File: config.mk
export PLATFORM = sky130hd
export DESIGN_NAME = t1_tx_fmt
export DESIGN_NICKNAME = d
export VERILOG_FILES = /design/src/rtl/t1fmt_pkg.sv /design/src/rtl/t1fmt_timing.sv /design/src/rtl/t1fmt_word.sv /design/src/rtl/t1fmt_outstage.sv /design/src/rtl/t1_tx_fmt.sv
export SDC_FILE = /design/constraint.sdc
export NUM_CORES = 1
export LEC_CHECK = 0
export BUFFER_PORTS_ARGS = -buffer_cell sky130_fd_sc_hd__buf_2
export CORE_MARGIN = 2
export CORE_UTILIZATION = 56
export CTS_CLUSTER_DIAMETER = 80
export DETAILED_ROUTE_END_ITERATION = 16
export GPL_TIMING_DRIVEN = 0
export PLACE_DENSITY = 0.88
export SLEW_MARGIN = 0
export SYNTH_ARGS = -nofsm -noshare
export SYNTH_HDL_FRONTEND = slang
export SYNTH_SLANG_ARGS = --single-unit
File: constraint.sdc
create_clock -name clk -period 3 [get_ports clk]
set_input_delay 0.6 -clock clk [delete_from_list [all_inputs] [get_ports clk]]
set_output_delay 0.6 -clock clk [all_outputs]
set_load 0.1 [all_outputs]
File: src/rtl/t1fmt_pkg.sv
package t1fmt_pkg;

  // Default geometry of a T1 frame
  localparam int T1_CHANNELS  = 24;
  localparam int T1_WORD_BITS = 8;
  localparam int T1_SF_SHORT  = 12;
  localparam int T1_SF_LONG   = 24;
  localparam int T1_SIG_EVERY = 6;

  // Idle pattern: all ones, with the MSB cleared when sel is 0
  function automatic logic [T1_WORD_BITS-1:0] idle_pattern(input logic sel);
    logic [T1_WORD_BITS-1:0] w;
    w = '1;
    w[T1_WORD_BITS-1] = sel;
    return w;
  endfunction

endpackage

File: src/rtl/t1fmt_timing.sv
module t1fmt_timing
  import t1fmt_pkg::*;
#(
  parameter int N_CH      = T1_CHANNELS,
  parameter int CH_BITS   = T1_WORD_BITS,
  parameter int SF_SHORT  = T1_SF_SHORT,
  parameter int SF_LONG   = T1_SF_LONG,
  parameter int SIG_EVERY = T1_SIG_EVERY,
  localparam int BW = $clog2(CH_BITS),
  localparam int CW = $clog2(N_CH),
  localparam int FW = $clog2(SF_LONG)
) (
  input  logic          clk,
  input  logic          rst_n,
  input  logic          fsync,
  input  logic          ext_sf,
  output logic          in_f,
  output logic [BW-1:0] in_bsel,
  output logic [CW-1:0] in_ch,
  output logic          in_last,
  output logic          in_sigfr,
  output logic          in_s12
);

  logic          f_q, f_d;
  logic [BW-1:0] b_q, b_d;
  logic [CW-1:0] c_q, c_d;
  logic [FW-1:0] frm_q, frm_cur, last_frm;

  // Position of the bit presented in this cycle
  always_comb begin
    in_f     = fsync | f_q;
    in_bsel  = fsync ? '0 : b_q;
    in_ch    = fsync ? '0 : c_q;
    last_frm = ext_sf ? FW'(SF_LONG - 1) : FW'(SF_SHORT - 1);
    if (in_f)
      frm_cur = (frm_q >= last_frm) ? '0 : frm_q + FW'(1);
    else
      frm_cur = frm_q;
    in_last  = !in_f && (in_bsel == BW'(CH_BITS - 1));
    in_sigfr = ((32'(frm_cur) % SIG_EVERY) == (SIG_EVERY - 1));
    in_s12   = !ext_sf && (frm_cur == FW'(SF_SHORT - 1));
  end

  // Successor position
  always_comb begin
    f_d = 1'b0;
    b_d = in_bsel;
    c_d = in_ch;
    if (in_f) begin
      b_d = '0;
      c_d = '0;
    end else if (in_bsel == BW'(CH_BITS - 1)) begin
      b_d = '0;
      if (in_ch == CW'(N_CH - 1)) begin
        c_d = '0;
        f_d = 1'b1;
      end else begin
        c_d = in_ch + CW'(1);
      end
    end else begin
      b_d = in_bsel + BW'(1);
    end
  end

  always_ff @(posedge clk or negedge rst_n) begin
    if (!rst_n) begin
      f_q   <= 1'b1;
      b_q   <= '0;
      c_q   <= '0;
      frm_q <= '1;
    end else begin
      f_q   <= f_d;
      b_q   <= b_d;
      c_q   <= c_d;
      frm_q <= frm_cur;
    end
  end

endmodule

File: src/rtl/t1fmt_word.sv
module t1fmt_word
  import t1fmt_pkg::*;
#(
  parameter int N_CH    = T1_CHANNELS,
  parameter int CH_BITS = T1_WORD_BITS,
  localparam int CW = $clog2(N_CH)
) (
  input  logic               clk,
  input  logic               rst_n,
  input  logic               ser_in,
  input  logic               sig_in,
  input  logic               in_f,
  input  logic               in_last,
  input  logic [CW-1:0]      in_ch,
  input  logic               in_sigfr,
  input  logic [N_CH-1:0]    idle_map,
  input  logic [N_CH-1:0]    clear_map,
  input  logic               idle_sel,
  input  logic               b7_en,
  input  logic               rbs_en,
  input  logic               yel_b2_on,
  output logic [CH_BITS-1:0] w_out,
  output logic               w_clear,
  output logic               w_idle
);

  logic [CH_BITS-2:0] acc_q, acc_d;
  logic               acc_en, cap_en;
  logic [CH_BITS-1:0] raw_q, raw_d;
  logic               clr_q, idl_q, sig_q, sfr_q;
  logic               clr_d, idl_d, sig_d, sfr_d;
  logic [CH_BITS-1:0] base_w, stuf_w, sig_w;

  // Collection of the word's first bits; capture at its last bit
  always_comb begin
    acc_en = !in_f;
    cap_en = in_last;
    acc_d  = {acc_q[CH_BITS-3:0], ser_in};
    raw_d  = {acc_q, ser_in};
    clr_d  = clear_map[in_ch];
    idl_d  = idle_map[in_ch];
    sig_d  = sig_in;
    sfr_d  = in_sigfr;
  end

  always_ff @(posedge clk or negedge rst_n) begin
    if (!rst_n) begin
      acc_q <= '0;
    end else if (acc_en) begin
      acc_q <= acc_d;
    end
  end

  always_ff @(posedge clk or negedge rst_n) begin
    if (!rst_n) begin
      raw_q <= '0;
      clr_q <= 1'b0;
      idl_q <= 1'b0;
      sig_q <= 1'b0;
      sfr_q <= 1'b0;
    end else if (cap_en) begin
      raw_q <= raw_d;
      clr_q <= clr_d;
      idl_q <= idl_d;
      sig_q <= sig_d;
      sfr_q <= sfr_d;
    end
  end

  // Insertion chain: idle, stuffing test, robbed bit, bit-2 yellow
  always_comb begin
    base_w = idl_q ? idle_pattern(idle_sel) : raw_q;
    stuf_w = base_w;
    if (b7_en && !clr_q && (base_w == '0))
      stuf_w[1] = 1'b1;
    sig_w = stuf_w;
    if (rbs_en && !clr_q && sfr_q)
      sig_w[0] = sig_q;
    w_out = sig_w;
    if (yel_b2_on)
      w_out[CH_BITS-2] = 1'b0;
  end

  assign w_clear = clr_q;
  assign w_idle  = idl_q;

endmodule

File: src/rtl/t1fmt_outstage.sv
module t1fmt_outstage
  import t1fmt_pkg::*;
#(
  parameter int CH_BITS = T1_WORD_BITS,
  localparam int BW = $clog2(CH_BITS)
) (
  input  logic               clk,
  input  logic               rst_n,
  input  logic               ser_in,
  input  logic               in_f,
  input  logic [BW-1:0]      in_bsel,
  input  logic               in_s12,
  input  logic [CH_BITS-1:0] w_out,
  input  logic               blue_en,
  input  logic               yel_s_on,
  output logic               st_f,
  output logic               st_bit,
  output logic [BW-1:0]      st_bsel,
  output logic               ser_out,
  output logic               out_fbit
);

  logic          d_bit  [CH_BITS];
  logic          d_f    [CH_BITS];
  logic          d_s12  [CH_BITS];
  logic [BW-1:0] d_bsel [CH_BITS];

  // One-word delay line carrying each bit with its position tag
  for (genvar i = 0; i < CH_BITS; i++) begin : g_stage
    logic          nb, nf, ns;
    logic [BW-1:0] nsel;
    if (i == 0) begin : g_head
      assign nb   = ser_in;
      assign nf   = in_f;
      assign ns   = in_s12;
      assign nsel = in_bsel;
    end else begin : g_body
      assign nb   = d_bit[i-1];
      assign nf   = d_f[i-1];
      assign ns   = d_s12[i-1];
      assign nsel = d_bsel[i-1];
    end
    always_ff @(posedge clk or negedge rst_n) begin
      if (!rst_n) begin
        d_bit[i]  <= 1'b0;
        d_f[i]    <= 1'b0;
        d_s12[i]  <= 1'b0;
        d_bsel[i] <= '0;
      end else begin
        d_bit[i]  <= nb;
        d_f[i]    <= nf;
        d_s12[i]  <= ns;
        d_bsel[i] <= nsel;
      end
    end
  end

  // Word in transmit order: element 0 is the first bit sent
  logic [CH_BITS-1:0] w_tx;
  for (genvar j = 0; j < CH_BITS; j++) begin : g_rev
    assign w_tx[j] = w_out[CH_BITS-1-j];
  end

  logic out_d, fbit_d;

  always_comb begin
    st_f    = d_f[CH_BITS-1];
    st_bit  = d_bit[CH_BITS-1];
    st_bsel = d_bsel[CH_BITS-1];
    fbit_d  = st_f;
    if (blue_en)
      out_d = 1'b1;
    else if (st_f)
      out_d = st_bit | (yel_s_on & d_s12[CH_BITS-1]);
    else
      out_d = w_tx[st_bsel];
  end

  always_ff @(posedge clk or negedge rst_n) begin
    if (!rst_n) begin
      ser_out  <= 1'b0;
      out_fbit <= 1'b0;
    end else begin
      ser_out  <= out_d;
      out_fbit <= fbit_d;
    end
  end

endmodule

File: src/rtl/t1_tx_fmt.sv
module t1_tx_fmt
  import t1fmt_pkg::*;
#(
  parameter int N_CH      = T1_CHANNELS,
  parameter int CH_BITS   = T1_WORD_BITS,
  parameter int SF_SHORT  = T1_SF_SHORT,
  parameter int SF_LONG   = T1_SF_LONG,
  parameter int SIG_EVERY = T1_SIG_EVERY
) (
  input  logic            clk,
  input  logic            rst_n,
  input  logic            fsync,
  input  logic            ser_in,
  input  logic            sig_in,
  input  logic            ext_sf,
  input  logic [N_CH-1:0] idle_map,
  input  logic [N_CH-1:0] clear_map,
  input  logic            idle_sel,
  input  logic            b7_en,
  input  logic            rbs_en,
  input  logic            yel_en,
  input  logic            yel_sbit,
  input  logic            blue_en,
  output logic            ser_out,
  output logic            out_fbit
);

  localparam int BW = $clog2(CH_BITS);
  localparam int CW = $clog2(N_CH);

  logic               in_f, in_last, in_sigfr, in_s12;
  logic [BW-1:0]      in_bsel;
  logic [CW-1:0]      in_ch;
  logic [CH_BITS-1:0] w_out;
  logic               w_clear, w_idle;
  logic               st_f, st_bit;
  logic [BW-1:0]      st_bsel;
  logic               yel_b2_on, yel_s_on;

  // Yellow forms exist only in the short superframe
  assign yel_b2_on = yel_en && !ext_sf && !yel_sbit;
  assign yel_s_on  = yel_en && !ext_sf &&  yel_sbit;

  t1fmt_timing #(
    .N_CH(N_CH), .CH_BITS(CH_BITS), .SF_SHORT(SF_SHORT),
    .SF_LONG(SF_LONG), .SIG_EVERY(SIG_EVERY)
  ) u_timing (
    .clk(clk), .rst_n(rst_n), .fsync(fsync), .ext_sf(ext_sf),
    .in_f(in_f), .in_bsel(in_bsel), .in_ch(in_ch), .in_last(in_last),
    .in_sigfr(in_sigfr), .in_s12(in_s12)
  );

  t1fmt_word #(.N_CH(N_CH), .CH_BITS(CH_BITS)) u_word (
    .clk(clk), .rst_n(rst_n), .ser_in(ser_in), .sig_in(sig_in),
    .in_f(in_f), .in_last(in_last), .in_ch(in_ch), .in_sigfr(in_sigfr),
    .idle_map(idle_map), .clear_map(clear_map), .idle_sel(idle_sel),
    .b7_en(b7_en), .rbs_en(rbs_en), .yel_b2_on(yel_b2_on),
    .w_out(w_out), .w_clear(w_clear), .w_idle(w_idle)
  );

  t1fmt_outstage #(.CH_BITS(CH_BITS)) u_out (
    .clk(clk), .rst_n(rst_n), .ser_in(ser_in), .in_f(in_f),
    .in_bsel(in_bsel), .in_s12(in_s12), .w_out(w_out),
    .blue_en(blue_en), .yel_s_on(yel_s_on),
    .st_f(st_f), .st_bit(st_bit), .st_bsel(st_bsel),
    .ser_out(ser_out), .out_fbit(out_fbit)
  );

endmodule

After elaboration in Yosys (flattened, before gate mapping)
Index checks and enable logic that the tools add are counted.
{"block": "totals", "word_cells": 97, "reg_bits": 83, "input_bits": 60, "out_inout_bits": 2}
{"block": "classes", "reduce_logical": 14, "n_mux": 25, "n_div": 1, "bitwise": 3, "addsub": 3, "n_lt_le_gt_ge": 3, "eq_ne": 4}
{"cell": "two-way mux 5 bit", "count": 7}
{"cell": "equality test 32 x 3 -> 1 bit, second input constant", "count": 1}
{"cell": "remainder unit 5 x 3 -> 32 bit, second input constant", "count": 1}
{"cell": "two-way mux 1 bit", "count": 11}
{"cell": "adder 5 x 1 -> 5 bit, second input constant", "count": 2}
{"cell": "binary-select mux 1 bit (select 5 bit)", "count": 2}
{"cell": "logical AND 1 bit", "count": 9}
{"cell": "two-way mux 3 bit", "count": 3}
{"cell": "logical NOT 8 bit", "count": 1}
{"cell": "two-way mux 8 bit", "count": 1}
{"cell": "< comparator 5 x 6 -> 1 bit, second input constant", "count": 1}
{"cell": "equality test 5 x 4 -> 1 bit, second input constant", "count": 1}
{"cell": "equality test 5 bit, second input constant", "count": 1}
{"cell": ">= comparator 5 bit", "count": 1}
{"cell": "logical NOT 1 bit", "count": 4}
{"cell": "< comparator 3 x 4 -> 1 bit, second input constant", "count": 1}
{"cell": "adder 3 x 1 -> 3 bit, second input constant", "count": 1}
{"cell": "binary-select mux 1 bit (select 3 bit)", "count": 1}
{"cell": "equality test 3 bit, second input constant", "count": 1}
{"cell": "OR 1 bit", "count": 2}
{"cell": "bitwise AND 1 bit", "count": 1}

Depth between registers and ports, before layout
{"block": "logic_depth", "ltp_word": 8, "mapped_depth": 12, "mapped_depth_nobuf": 12}

Cells and area by module
A second synthesis with hierarchy kept.
{"block": "unflattened", "hier_cells": 296, "area_unflattened_um2": 3697.3}
{"mod": "t1fmt_outstage", "area_each_um2": 1342.5, "seq_area_each_um2": 1251.2, "instances": 1, "cells_per_inst": 59}
{"mod": "t1fmt_word", "area_each_um2": 1243.7, "seq_area_each_um2": 475.5, "instances": 1, "cells_per_inst": 110}
{"mod": "t1fmt_timing", "area_each_um2": 1089.8, "seq_area_each_um2": 357.8, "instances": 1, "cells_per_inst": 125}
{"mod": "t1_tx_fmt", "area_each_um2": 21.3, "seq_area_each_um2": 0.0, "instances": 1, "cells_per_inst": 2}

Worst setup path after synthesis
No wires, ideal clock.
{"block": "synth_path", "path_kind": "register -> register", "startpoint": "register u_timing.frm_q[0]", "endpoint": "register u_word.sfr_q", "stages_incl_launch_ff": 12, "setup_time_ns": 0.124, "arrival_time_ns": 2.430, "required_time_ns": 2.876, "setup_slack_ns": 0.446, "cell_sequence": "dfstp_2 -> ha_1 -> a21o_1 -> a21oi_1 -> o211ai_1 -> nor2_1 -> a22o_1 -> ha_1 -> nor4b_2 -> o21ai_1 -> a31oi_1 -> a211o_1"}
{"block": "synth_between", "elab_chain_len": 5}
{"item": "start, declared", "line_no": "t1fmt_timing.sv:28", "source": "logic [FW-1:0] frm_q, frm_cur, last_frm;"}
{"item": "start signal, assigned", "line_no": "t1fmt_timing.sv:76", "source": "frm_q <= frm_cur;"}
{"item": "adder 5 x 1 -> 5 bit / >= comparator 5 bit (equally long branches)", "line_no": "t1fmt_timing.sv:37", "source": "frm_cur = (frm_q >= last_frm) ? '0 : frm_q + FW'(1);"}
{"item": "two-way mux 5 bit *", "line_no": "t1fmt_timing.sv:37"}
{"item": "two-way mux 5 bit *", "line_no": "t1fmt_timing.sv:36", "source": "if (in_f)"}
{"item": "net u_timing.frm_cur[1]", "line_no": "t1fmt_timing.sv:28"}
{"item": "remainder unit 5 x 3 -> 32 bit *", "line_no": "t1fmt_timing.sv:41", "source": "in_sigfr = ((32'(frm_cur) % SIG_EVERY) == (SIG_EVERY - 1));"}
{"item": "equality test 32 x 3 -> 1 bit *", "line_no": "t1fmt_timing.sv:41"}
{"item": "end signal, assigned", "line_no": "t1fmt_word.sv:66", "source": "sfr_q <= sfr_d;"}
{"item": "end, declared", "line_no": "t1fmt_word.sv:30", "source": "logic clr_q, idl_q, sig_q, sfr_q;"}
Mark *: on every way through the listed nets, which the timed path passes. The rest lies on a longest branch.
A chain may end at the register's enable or synchronous reset.

Final worst setup path
Same ends and word-level chain as after synthesis.

==> impl_metrics.json <==
{
  "status": "finished, final reports clean",
  "synth_area_um2": 3710,
  "grt_usage": 0.216,
  "hold_viol_final": 0,
  "period_share": 0.921,
  "synthTopCellsByArea": "dfrtp_1 52%, dfstp_2 4.3%, nand2_1 4.2%, mux2i_1 3.8%, ha_1 2.7%",
  "grt_setup_unrepaired": "false",
  "vias": 2747,
  "final_util": 0.682,
  "synth_cell_types": 63,
  "grt_pass1_vias": 2627,
  "holdWs_ps": 64.0,
  "ant_nets": 0,
  "area_growth_pct": 17.4,
  "maxSlewViolCount": 0,
  "tightest_slew_ps": 500,
  "synth_top_area_cell": "dfrtp_1",
  "ys.flop_type": "dfrtp_1",
  "pwr-share-clk": 0.291,
  "drt_iter0_drc": 179,
  "postSynthCellCount": 324,
  "maxCapViolCount": 0,
  "wirelength_um": 7350,
  "max_stage_delay_ps": 610,
  "numCtsBuffers": 9,
  "max_freq_mhz": 362,
  "cp.buffers_inverters": 1,
  "post_drt_via_cell_ratio": 5.71,
  "cts_root_buf": "clkbuf_8",
  "critPathArrivalTime_ps": 3000,
  "powerDensity_nw_per_um2": 597,
  "required_ps": 3240,
  "start_kind": "flip-flop",
  "synth_nets": 392,
  "crit_path_end_kind": "flip-flop",
  "tritoncts": "built",
  "relSlewSlack": 0.666,
  "finClkSkew_ps": 7.39,
  "antenna_found_initial": 0,
  "wire_per_inst_um": 15.3,
  "path_delay_family": "compound AO/OA/AOI/OAI gates",
  "clkSinkCount": 83,
  "worst_path_max_delay_cell": "dfstp_2",
  "finalCriticalPeriod_ps": 2760,
  "hold_class": "input port to async pin",
  "grt_pass1_wl_um": 12200,
  "synth.top_cell.area_share": 0.520,
  "synth_edf_count": 0,
  "ys_seq_elements": 83,
  "pwr-share-seq": 0.491,
  "path_clk_slew_ps": 90,
  "cts_max_level": 3,
  "drive_above_1_share": 0.275,
  "synth_warnings": 0,
  "power.net_switching_w": 0.000807,
  "swShare": 0.311,
  "grt_max_degree": 77,
  "path_class": "flip-flop to flip-flop",
  "io_buffer_count": 61,
  "hpwl_um": 5260,
  "holdBufCountCts": 0,
  "syn_avg_cell_area_um2": 11.4,
  "place.gp.congestion": 0.869,
  "overflow": 0,
  "reg2reg_from": "u_timing.frm_q[0]",
  "yosysSeqAreaShare": 0.562,
  "clk_latency_ps": 350,
  "finalSetupViolCount": 0,
  "irDropWorstVdd_mv": 0.430,
  "coreArea_um2": 6390,
  "p_leak_nw": 2.12,
  "power.internal_w": 0.00179,
  "dieArea_um2": 7290,
  "power_frac_comb": 0.218,
  "fin_setup_tns_ps": 0,
  "die_w_um": 85.4,
  "die_h_um": 85.4,
  "startpoint": "u_timing.frm_q[0]",
  "ios": 62,
  "start_util": 0.581,
  "worstPathMaxFanout": 8,
  "num_antenna_cells": 0,
  "cp_cell_sequence": "ha_2 > a21o_1 > a21oi_1 > o211ai_1 > buf_4 > nor2_1 > a22o_1 > ha_1 > nor4b_2 > o21ai_1 > a31oi_1 > a211o_1",
  "clock_path_buffers": 2,
  "async_reset_ff_frac": 1.00,
  "drcViolationCount": 0,
  "row_count": 29,
  "dr.pass1.iters": 5,
  "final_nets": 467
}
-- metal layers --
layer  GRT usage  part of all wire  wire length [um]
met5           0                 0                 0
met4      0.0981             0.018               131
met3      0.0418             0.052               379
met2       0.355              0.48              3550
met1       0.279              0.45              3290
-- cells in the mapped netlist (all sizes together), types with 6 or more instances --
| cell type | n |
|---|---|
| dfrtp | 77 |
| nand2 | 42 |
| a21oi | 17 |
| nor2b | 16 |
| nor2 | 15 |
| mux2i | 14 |
| mux2 | 12 |
| buf | 11 |
| ha | 8 |
| clkbuf | 7 |
| inv | 7 |
| nand2b | 7 |
| o21ai | 7 |
| dfstp | 6 |
| nor3 | 6 |
-- cell usage in the layout, fill, tap and decap left out, types with 3 or more instances in the layout --
cell / count
dfrtp_1: 77
buf_2: 67
nand2_1: 41
a21oi_1: 17
nor2b_1: 16
nor2_1: 14
mux2i_1: 14
clkbuf_8: 9
mux2_1: 8
clkbuf_1: 7
nand2b_1: 7
ha_1: 7
inv_1: 6
o21ai_0: 6
nor3_1: 6
dfstp_2: 6
mux2_2: 4
buf_4: 4
nand3_1: 4
o22ai_1: 4
a31oi_1: 4
a221o_1: 4
nand4_1: 3
and3_1: 3
and2_1: 3
o211a_1: 3
inv_8: 3
clkinvlp_4: 3
-- layout make-up --
class	instances	area [um^2]
sequential	83	2080
clock inverter	7	72.6
inverter	7	26.3
tap	77	96.3
clock buffer	9	124
fill	449	2030
buffer	18	106
multi-input combinational	216	1490
timing repair buffer	64	350
-- path summary, 6_finish.rpt --
check	slack, ps	cells past startpoint	to
min	60	1	u_out.g_stage[1].ns
max in group asynchronous	2340	2	u_timing.frm_q[1]
max reg2reg	240	12	u_word.sfr_q
min reg2reg	350	0	u_out.g_stage[4].nsel[0]
min in group clk	350	0	u_out.g_stage[4].nsel[0]
max	240	12	u_word.sfr_q
-- worst reg2reg max path: cells and delay by family, from the launching register on --
kind | cells | cell delay [ps]
AO/OA/AOI/OAI | 7 | 1040
AND/OR/NAND/NOR | 2 | 230
flip-flops | 1 | 610
buffers and inverters | 1 | 170
adder cells (fa/ha/maj) | 2 | 600
-- power groups by stage --
stage	clock network (W)	registers, W	logic (W)
floorplan	0	0.00129	0.000372
global placement	0	0.00129	0.000522
detailed placement	0	0.00130	0.000533
CTS	0.000775	0.00127	0.000539
global route	0.000828	0.00128	0.000629
finish	0.000755	0.00127	0.000567
-- timing repair --
item,in CTS,in global routing
pin swaps,1,1
buffers inserted,0,2
endpoints found under the setup margin,1,1
gates cloned,0,0
resized for setup,0,1
-- per-stage QoR --
step / cell area, um^2 / worst slack [ps] / total power (W) / cells
after floorplan: 3710 / 446 / 0.00166 / 324
after global placement: 4110 / 30.4 / 0.00182 / 462
after detailed placement: 4140 / -8.78 / 0.00183 / 463
after CTS: 4340 / 4.37 / 0.00259 / 479
after global routing: 4350 / 71.0 / 0.00274 / 481
final: 4350 / 238 / 0.00260 / 481
-- registers in the layout, summed over array words and instances, names as in the netlist, 5 cells and up --
signal              cells
u_word.raw_q            8
u_timing.frm_q          5
u_out.g_stage.nb        7
u_out.g_stage.nf        7
u_out.g_stage.nsel     21
u_out.g_stage.ns        7
u_word.acc_q            7
u_timing.c_q            5
-- cell families (layout without fill, tap and decap cells) --
| kind of cell | count (synthesis) | after routing | synth area share |
|---|---|---|---|
| AO/OA/AOI/OAI | 69 | 69 | 0.135 |
| XOR/XNOR | 3 | 3 | 0.00709 |
| adder cells (fa/ha/maj) | 8 | 8 | 0.0270 |
| buffers and inverters | 25 | 105 | 0.0358 |
| flip-flops | 83 | 83 | 0.562 |
| multiplexers | 28 | 28 | 0.0864 |
| AND/OR/NAND/NOR | 108 | 108 | 0.146 |
Note: power is estimated with default switching activity, not from simulation.
